$ cat src/rtl/uart_stat_flags.sv
module uart_stat_flags #(
  parameter int DW = 8
) (
  input  logic          clk,
  input  logic          rst_n,
  input  logic          tx_load,
  input  logic          tx_last_bit,
  input  logic          tx_en_off,
  input  logic          tdr_wr,
  input  logic          rx_done,
  input  logic [DW-1:0] rx_data,
  input  logic          rx_par,
  input  logic          rx_stop,
  input  logic          par_odd,
  input  logic          rdr_rd,
  input  logic          bus_rd,
  input  logic          bus_wr,
  input  logic [7:0]    bus_wdata,
  output logic [7:0]    rdata,
  output logic          rx_load,
  output logic          tx_empty,
  output logic          rx_full,
  output logic          err_ovr,
  output logic          err_frm,
  output logic          err_par,
  output logic          tx_end
);

  logic [4:0] flg, arm, flg_nxt, arm_nxt, hw_set, hw_clr, sw_clr;
  logic       end_nxt, par_ok, fresh;

  assign par_ok  = ((^rx_data) ^ rx_par) == par_odd;
  assign fresh   = rx_done & ~flg[3];
  assign rx_load = fresh & rx_stop & par_ok;

  assign hw_set = {tx_load | tx_en_off, rx_load, rx_done & flg[3],
                   fresh & ~rx_stop, fresh & ~par_ok};
  assign hw_clr = {tdr_wr, rdr_rd, 3'b000};
  assign sw_clr = {5{bus_wr}} & ~bus_wdata[7:3] & arm;

  assign flg_nxt = hw_set | (flg & ~(hw_clr | sw_clr));
  assign arm_nxt = (bus_rd ? flg : arm) & flg_nxt;
  assign end_nxt = tx_en_off | (tx_last_bit & flg[4]) |
                   (tx_end & ~(tdr_wr | sw_clr[4]));

  always_ff @(posedge clk) begin
    if (!rst_n) begin
      flg    <= 5'b10000;
      arm    <= '0;
      tx_end <= 1'b1;
    end else begin
      flg    <= flg_nxt;
      arm    <= arm_nxt;
      tx_end <= end_nxt;
    end
  end

  assign {tx_empty, rx_full, err_ovr, err_frm, err_par} = flg;
  assign rdata = {flg, tx_end, 2'b00};

endmodule


$ cat config.mk
export PLATFORM = sky130hd
export DESIGN_NAME = uart_stat_flags
export DESIGN_NICKNAME = d
export VERILOG_FILES = /design/src/rtl/uart_stat_flags.sv
export SDC_FILE = /design/constraint.sdc
export NUM_CORES = 1
export LEC_CHECK = 0
export BUFFER_PORTS_ARGS = -buffer_cell sky130_fd_sc_hd__buf_2
export CAP_MARGIN = 20
export CORE_UTILIZATION = 44
export CTS_CLUSTER_SIZE = 28
export DETAILED_ROUTE_END_ITERATION = 10
export GPL_ROUTABILITY_DRIVEN = 0
export PLACE_DENSITY_LB_ADDON = 0.08
export SLEW_MARGIN = 10
export SYNTH_ARGS = -nofsm -noshare
export SYNTH_HDL_FRONTEND = slang
export SYNTH_SLANG_ARGS = --single-unit
export TNS_END_PERCENT = 1
$ cat constraint.sdc
create_clock -name clk -period 2.65 [get_ports clk]
set_input_delay 0.3975 -clock clk [delete_from_list [all_inputs] [get_ports clk]]
set_output_delay 0.3975 -clock clk [all_outputs]
set_load 0.05 [all_outputs]
==> results_dict.tcl <==
set metrics [dict create \
    status "completed" \
    timing.setup.tns_ns 0 \
    peakVddDrop_mv 0.319 \
    endpoint "rx_load" \
    die_y_um 42.2 \
    cts.path.max_buffers 2 \
    reg2reg_from "flg[3]" \
    cts.sinks 11 \
    grtUsageTotal 0.165 \
    io_pins 44 \
    yosysWarnings 0 \
    dr_wl_met3_um 131 \
    ys_seq_area_frac 0.309 \
    drt_pass1_iterations 5 \
    highest_layer "met3" \
    grt_overflow 0 \
    ys_types 31 \
    portBuffers 38 \
    rows 14 \
    synth-seq-cells 11 \
    reg2regPathDepth 4 \
    drt_iter0_markers 13 \
    final_common_cell "buf_2" \
    wl_met2_um 543 \
    clock_tree.htree_level_count 1 \
    reg2reg_to "arm[3]" \
    synth_area_per_cell_um2 9.49 \
    postRouteAntennaNets 0 \
    max_freq_ghz 0.476 \
    final_cell_mix "buf_2, dfxtp_1, nor2_1" \
    worstHoldPathType "in2reg" \
    drc 0 \
    leakage_nw 0.435 \
    worstSetupStartpointType "primary input" \
    nets 139 \
    die_area_mm2 0.00178 \
    path_class "in2out" \
    wl_per_cell_um 10.2 \
    drv_slew 0 \
    rrSetupSlack_ns 1.31 \
    clkTransAtPathRegs_ns 0.07 \
    cp_max_fo 2 \
    fin_crit_sh 0.793 \
    rsz0062_at_grt "no" \
    endpoint_kind "primary output" \
    fin_crit_ns 2.10 \
    area_growth_pct 23.7 \
    antenna_found_initial 0 \
    hold_viol 0 \
    grt_pass1_vias 530 \
    met1Wirelength_um 606 \
    drive_above_1_share 0.468 \
    hold_ws_ns 0.339 \
    fin_skew_ns 0.00178 \
    avgViaCountPerCell 4.98 \
    maxCapViolCount 0 \
    setup_viol 0 \
    cp.required_ns 2.25 \
    grt_max_degree 8 \
    crit_start "rx_data[1]" \
    clk_latency_ns 0.27 \
    start_util 0.473 \
    die_w_um 42.2 \
    syn_area_um2 712 \
    p_per_area_mw_per_mm2 597 \
    cts-resized-gates 0 \
    wl_mm 1.28 \
    diodes 0 \
    postSynthCellCount 75 \
    cts_root_buf "clkbuf_4" \
    route.vias.total 623 \
    cts_hold_buf 0 \
    arrival_ns 1.71 \
    grt_pass1_wl_mm 2.20 \
    coreArea_mm2 0.00151 \
    numCtsBuffers 3 \
    cts_tree "done" \
    post-dp-hpwl_mm 1.04 \
    cts_setup_buffers 0 \
]
flip-flops by register name, summed over array words and instances, names as in the netlist:
| name | flops |
|---|---|
| flg | 5 |
| arm | 5 |
| tx_end | 1 |
where the power goes:
group / internal [mW] / switching (mW) / total, mW / leakage, nW
Clock: 0.0582 / 0.0584 / 0.117 / 0.0150
Sequential: 0.177 / 0.00969 / 0.187 / 0.0898
Combinational: 0.0839 / 0.139 / 0.223 / 0.331
Total: 0.319 / 0.207 / 0.526 / 0.435
worst min-delay path by stage:
| stage | from | endpoint | depth (start not counted) |
|---|---|---|---|
| after floorplan | rst_n | flg[4] | 1 |
| after global placement | tx_end | tx_end | 2 |
| after detailed placement | tx_end | tx_end | 2 |
| after CTS | tx_last_bit | tx_end | 3 |
| after global routing | tx_last_bit | tx_end | 3 |
| final | tx_last_bit | tx_end | 3 |
stage by stage:
stage | instance area (um^2) | cells | total power [mW] | utilization | worst slack, ns
6_report | 881 | 125 | 0.526 | 0.585 | 0.547
5_1_grt | 881 | 125 | 0.555 | 0.585 | 0.422
4_1_cts | 881 | 125 | 0.530 | 0.585 | 0.534
3_5_place_dp | 855 | 121 | 0.414 | 0.567 | 0.546
3_3_place_gp | 855 | 121 | 0.413 | 0.567 | 0.546
2_1_floorplan | 716 | 76 | 0.378 | - | 0.383
Yosys cell counts:
cell        count  area, um^2
o21ai_0         1        5.00
xnor2_2         1        16.3
xnor3_2         1        23.8
mux2i_1         3        30.0
a31oi_1         2        12.5
dfxtp_1        11         220
xnor2_1         5        43.8
or4_4           1        11.3
nor3b_1         1        7.51
a22oi_1         2        15.0
and2b_2         1        8.76
and3_2          1        7.51
nor2_1          6        22.5
a211oi_1        1        7.51
nor3_1          5        25.0
buf_4           8        60.1
nand4b_1        1        8.76
a21o_1          1        7.51
and2_1          1        6.26
buf_6           1        11.3
o221ai_1        1        8.76
clkinvlp_2      1        5.00
nand3b_1        3        22.5
mux2_2          1        11.3
xnor2_4         1        27.5
a31oi_2         1        12.5
conb_1          1        3.75
nand3_1         3        15.0
nand2_1         5        18.8
inv_1           3        11.3
xor3_2          1        25.0
cell type report:
cell class / count / area (um^2)
Inverter: 4 / 16.3
Fill cell: 144 / 626
Timing Repair Buffer: 38 / 190
Tap cell: 16 / 20.0
Clock buffer: 4 / 26.3
Multi-Input combinational cell: 52 / 408
Sequential cell: 11 / 220
kinds of logic (layout without fill, tap and decap cells):
group,count (synthesis),count (layout),share of synthesized area
AO/OA/AOI/OAI,9,9,0.0967
XOR/XNOR,9,9,0.192
buffers and inverters,13,46,0.123
flip-flops,11,11,0.309
multiplexers,4,4,0.0580
other,1,2,0.00527
AND/OR/NAND/NOR,28,28,0.216
worst max-delay path: stages:
cell,delay (ns)
buf_2,0.10
xnor2_1,0.28
xnor3_2,0.41
xnor2_1,0.15
nor2_1,0.10
buf_2,0.26
routing by layer:
| layer | track usage | vias up |
|---|---|---|
| li1 | - | 320 |
| met1 | 0.233 | 271 |
| met2 | 0.237 | 32 |
| met3 | 0.0647 | 0 |
| met4 | 0.0375 | 0 |
| met5 | 0 | - |
Power figures use the tool's default switching activity.
